===== config.mk =====
export PLATFORM = sky130hd
export DESIGN_NAME = bcd2_seg_decoder
export DESIGN_NICKNAME = d
export VERILOG_FILES = /design/src/rtl/bcd2_seg_pkg.sv /design/src/rtl/bcd2_minterm_dec.sv /design/src/rtl/bcd2_units_sop.sv /design/src/rtl/bcd2_tens_sop.sv /design/src/rtl/bcd2_seg_decoder.sv
export SDC_FILE = /design/constraint.sdc
export NUM_CORES = 1
export LEC_CHECK = 0
export BUFFER_PORTS_ARGS = -buffer_cell sky130_fd_sc_hd__buf_4
export CAP_MARGIN = 20
export CORE_AREA = 5 5 42 44
export DETAILED_ROUTE_END_ITERATION = 12
export DIE_AREA = 0 0 47 49
export PLACE_DENSITY = 0.39
export SYNTH_ARGS = -nofsm -noshare
export SYNTH_HDL_FRONTEND = slang
export SYNTH_SLANG_ARGS = --single-unit

===== constraint.sdc =====
create_clock -name vclk -period 1.95
set_input_delay 0.585 -clock vclk [all_inputs]
set_output_delay 0.585 -clock vclk [all_outputs]
set_load 0.02 [all_outputs]

===== src/rtl/bcd2_seg_pkg.sv =====
package bcd2_seg_pkg;
  localparam int VAL_W  = 4;
  localparam int N_CODE = 1 << VAL_W;
  localparam int SEG_W  = 7;

  typedef logic [SEG_W-1:0] seg7_t;

  // Active-low reference patterns used by the tens stage and the checker.
  localparam seg7_t SEG_DARK = 7'b1111111;
  localparam seg7_t SEG_ONE  = 7'b1001111;
  localparam seg7_t SEG_ZERO = 7'b0000001;
  localparam seg7_t SEG_FULL = 7'b0000000;

  // Bit index of each bar inside a digit bus.
  localparam int BAR_TOP = 6;
  localparam int BAR_UR  = 5;
  localparam int BAR_LR  = 4;
  localparam int BAR_BOT = 3;
  localparam int BAR_LL  = 2;
  localparam int BAR_UL  = 1;
  localparam int BAR_MID = 0;
endpackage


===== src/rtl/bcd2_minterm_dec.sv =====
module bcd2_minterm_dec #(
  parameter int IN_W = 4,
  localparam int N = 1 << IN_W
) (
  input  logic [IN_W-1:0] code,
  output logic [N-1:0]    mt
);
  // One product term per code: AND of true or complemented literals.
  for (genvar k = 0; k < N; k++) begin : g_mt
    localparam logic [IN_W-1:0] K = IN_W'(k);
    assign mt[k] = &(code ~^ K);
  end
endmodule


===== src/rtl/bcd2_units_sop.sv =====
module bcd2_units_sop
  import bcd2_seg_pkg::*;
(
  input  logic [N_CODE-1:0] mt,
  output seg7_t             seg
);
  // Each bar is 1 (dark) on the listed minterms.
  assign seg[BAR_TOP] = mt[1] | mt[4] | mt[11] | mt[14];
  assign seg[BAR_UR]  = mt[5] | mt[6] | mt[15];
  assign seg[BAR_LR]  = mt[2] | mt[12];
  assign seg[BAR_BOT] = mt[1] | mt[4] | mt[7] | mt[9] | mt[11] | mt[14];
  assign seg[BAR_LL]  = mt[1] | mt[3] | mt[4] | mt[5] | mt[7] | mt[9]
                      | mt[11] | mt[13] | mt[14] | mt[15];
  assign seg[BAR_UL]  = mt[1] | mt[2] | mt[3] | mt[7] | mt[11] | mt[12] | mt[13];
  assign seg[BAR_MID] = mt[0] | mt[1] | mt[7] | mt[10] | mt[11];
endmodule


===== src/rtl/bcd2_tens_sop.sv =====
module bcd2_tens_sop
  import bcd2_seg_pkg::*;
(
  input  logic [N_CODE-1:0] mt,
  output seg7_t             seg
);
  logic below_ten;

  assign below_ten = mt[0] | mt[1] | mt[2] | mt[3] | mt[4]
                   | mt[5] | mt[6] | mt[7] | mt[8] | mt[9];

  // Only the right-hand bars ever light; they stay dark below ten.
  assign seg[BAR_TOP] = 1'b1;
  assign seg[BAR_UR]  = below_ten;
  assign seg[BAR_LR]  = below_ten;
  assign seg[BAR_BOT] = 1'b1;
  assign seg[BAR_LL]  = 1'b1;
  assign seg[BAR_UL]  = 1'b1;
  assign seg[BAR_MID] = 1'b1;
endmodule


===== src/rtl/bcd2_seg_decoder.sv =====
module bcd2_seg_decoder
  import bcd2_seg_pkg::*;
(
  input  logic       w,
  input  logic       x,
  input  logic       y,
  input  logic       z,
  output logic [6:0] a_to_g,
  output logic [6:0] h_to_n
);
  logic [VAL_W-1:0]  code;
  logic [N_CODE-1:0] mt;
  seg7_t             units_seg;
  seg7_t             tens_seg;

  assign code = {w, x, y, z};

  bcd2_minterm_dec #(.IN_W(VAL_W)) i_mt (
    .code (code),
    .mt   (mt)
  );

  bcd2_units_sop i_units (
    .mt  (mt),
    .seg (units_seg)
  );

  bcd2_tens_sop i_tens (
    .mt  (mt),
    .seg (tens_seg)
  );

  assign a_to_g = units_seg;
  assign h_to_n = tens_seg;
endmodule


; ---- After elaboration in Yosys (flattened, before gate mapping)
; Cells that the tools add are included.
[word_totals]
regBits = 0
latch_bits = 0
ram_bits = 0
mem_bits_ro = 0
out_inout_bits = 14
elab_cells = 68
n_memories = 0
[classes]
n_addsub = 0
multipliers = 0
div = 0
n_lt_le_gt_ge = 0
n_eq_ne = 0
n_shift = 0
mux = 0
bitwise = 52
n_reduce_logical = 16
[op_table]
columns = cell, count
row1 = AND reduction 4 bit, 16
row2 = OR 1 bit, 37
row3 = inverter 2 bit, 6
row4 = inverter 3 bit, 4
row5 = inverter 1 bit, 4
row6 = inverter 4 bit, 1

; ---- Logic depth before layout (Yosys ltp)
[depth]
depth_word = 11
ltp_mapped = 3
ltp_nobuf = 3

; ---- By module
; From an unflattened synthesis, not the netlist that was laid out.
[unflattened]
cells_unflattened = 44
area_unflattened_um2 = 372.9
[by_module_without_submodules]
columns = module, instances, cells_per_inst, area_per_inst_um2, seq_area_each_um2
row1 = bcd2_minterm_dec, 1, 20, 226.5, 0.0
row2 = bcd2_tens_sop, 1, 12, 77.6, 0.0
row3 = bcd2_units_sop, 1, 12, 68.8, 0.0

; ---- Worst setup path after synthesis
; No wires, ideal clock.
[synth_path]
path_type = input to output
from = input port w
to = output port a_to_g[0]
arrival_time_ns = 1.263
setup_slack_ns = 0.102
path_stages = 2
n_path_buf = 0
path_cell_list = mux2_2 > a21oi_1
[synth_between]
elab_chain_cells = 6
[synth_lines]
columns = item, line
row1 = "start, declared", bcd2_seg_decoder.sv:4  ; input logic w,
row2 = inverter 4 bit (no source line) / inverter 3 bit (equally long branches), --
row3 = AND reduction 4 bit, bcd2_minterm_dec.sv:11  ; assign mt[k] = &(code ~^ K);
row4 = OR 1 bit (3 in a row), bcd2_units_sop.sv:15  ; assign seg[BAR_MID] = mt[0] | mt[1] | mt[7] | mt[10] | mt[11];
row5 = OR 1 bit (*), bcd2_units_sop.sv:15
row6 = "end, declared", bcd2_seg_decoder.sv:8  ; output logic [6:0] a_to_g,
; Mark *: on every way between the ends. The rest lies on a longest branch, timed or not.

; ---- Final worst setup path
; Same ends and word-level chain as after synthesis.

==> reports/results.tsv <==
stage	metric	value	unit
place	I/O Buffers	13	
setup_path	Startpoint Class	input port	
setup_path	crit path buf inv count	2	
place	dpl hpwl	437	um
global_routing	vias in the first global route	177	
min_path	Hold Startpoint	z	
timing	worst setup margin	44.9	ps
setup_path	worst path required time	1360	ps
final_layout	sequential cell count	0	
timing	Fmax achieved	525	MHz
logic_synthesis	main combinational cell family by area after synthesis	buffers and inverters	
global_routing	met3 usage	0.738	%
place	Placement Setup Slack	-11.0	ps
global_routing	GRT overflow	0	
die	# rows	14	
setup_path	crit path capture type	output port	
routing	Post-Route WL	515	um
place	DP Cell Count	56	
logic_synthesis	Syn Area/Cell	6.26	um2
pwr	VDD IR max	82.2	uV
pwr	pwr/cell area	330	mW/mm2
routing	DR WL/cell	9.20	um
final_layout	most frequent cells in the layout	12 x buf_4, 5 x conb_1, 3 x nand2_1, 3 x nor2_1	
timing	final clock period utilization by the worst path	97.7	%
routing	drt initial violations	3	
pwr	Lkg Pwr	0.139	nW
final_layout	most common cell after layout, fill and taps aside	buf_4	
timing	Slew Viols, Final	0	
setup_path	max incr delay on CP	340	ps
routing	post-detailed-route count of antenna-violating nets	0	
die	core area	0.00140	mm2
die	IO Count	18	
timing	WHS	1470	ps
die	full die area	0.00230	mm2
logic_synthesis	simple-gate portion of the synthesized area	22.7	%
logic_synthesis	sequential area share after synthesis	0	%
logic_synthesis	Compound-Gate Fraction of Synth Area	28.7	%
final_layout	fin util	20.0	%
setup_path	CP max stage cell	mux2_2	
clock_network	Post-CTS Hold Buffers	0	
setup_path	WP depth	4	
pwr	Tot Pwr	0.0926	mW
final_layout	Nets	46	
final_layout	Non-Filler Instances	56	
run_status	status	completed	
final_layout	synthesis-to-layout area growth	49.3	%
logic_synthesis	Synth Instances	30	
routing	vias per cell	3.84	
setup_path	critical path fanouts, max	6	
global_routing	antenna violations before repair	0	
routing	Initial DRT Pass Iterations	3	
place	Placed Area	268	um2
die	Die H	49	um
place	routability cong.	0.587	
final_layout	Multi-input gate area	151	um2
logic_synthesis	mux cell area share after synthesis	6.00	%
min_path	WHS Path Cells	3	
global_routing	GRT met2 Usage	5.20	%
die	Die W	47	um
final_layout	fin area	280	um2
timing	Hold Fails Final Rpt	0	
setup_path	CP startpoint	w	
timing	Fin Setup TNS	0	ps
min_path	min-delay worst type	in2out	
logic_synthesis	area share of xor/xnor cells in the synthesized design	8.67	%
timing	unrepaired setup endpoints after global routing	yes	
run	MaxCap Viol Count	0	
global_routing	met1 Usage GRT	6.33	%
logic_synthesis	Post-Synthesis Cell Area	188	um2
global_routing	first-pass GRT wire length	738	um
global_routing	GRT Resource Usage Total	3.79	%
setup_path	crit path cell chain	buf_4 -> mux2_2 -> a21oi_2 -> buf_6	
die	Starting Density	13.4	%
routing	Remaining DRCs	0	
logic_synthesis	count of cell types in the netlist	16	
setup_path	WP data arrival	1320	ps
final_layout	layout cells sized above 1	45.0	%
setup_path	CP Class	in2out	
global_routing	largest net degree at the start of global routing	9	
final_layout	# fillers	175	
timing	Setup-failing EPs final	0	
final_layout	Register Area	0	um2
final_layout	Antenna Cells	0	
global_routing	Top Usage Layer GRT	met1	
routing	Via Count	215	
setup_path	Crit path max-delay family	multiplexers	
logic_synthesis	synthesis warning total	0	
logic_synthesis	Synth Area in Adders	0	%
timing	clock period minus final worst setup slack	1910	ps
final_layout	CLK BUF	0	
power breakdown:
part | switching, mW | total (mW) | internal (mW)
sequential | 0 | 0 | 0
clock | 0 | 0 | 0
combinational | 0.0557 | 0.0926 | 0.0368
total | 0.0557 | 0.0926 | 0.0368
synthesized netlist by cell type (all sizes together):
cell type  number  area [um2]
buf             7        52.6
nand2           4        17.5
a21oi           3        15.0
nor2            3        11.3
o21ai           3        15.0
inv             2        7.51
conb            1        3.75
mux2            1        11.3
nand2b          1        8.76
nand3           1        5.00
o221ai          1        8.76
o22a            1        8.76
o22ai           1        6.26
xor2            1        16.3
layer usage:
metal / part of all wire [%] / up-vias / wire length (um)
met5: 0 / - / 0
met4: 0 / 0 / 0
met3: 16 / 0 / 81
met2: 38 / 13 / 194
met1: 46 / 90 / 238
li1: - / 112 / -
cells by family after synthesis:
group,count (synthesis)
xor+xnor,1
buf+inv,9
other cells,1
simple gates,9
compound gates,9
mux,1
area by class of cell:
| cell class | instances | area share (%) |
|---|---|---|
| inverter | 2 | 2.68 |
| tap | 16 | 7.14 |
| multi-input combinational | 25 | 54.0 |
| timing repair buffer | 13 | 36.2 |
path summary, 6_finish.rpt:
path / to / slack, ps
hold / removal: a_to_g[4] / 1470
setup / recovery: a_to_g[0] / 40
repair_timing:
item,4_1_cts,5_1_grt
resized for setup,1,2
setup buffers,0,0
pin swaps,0,1
setup endpoints to repair,2,2
gates cloned,0,0
Note: power is estimated with default switching activity, not from simulation.
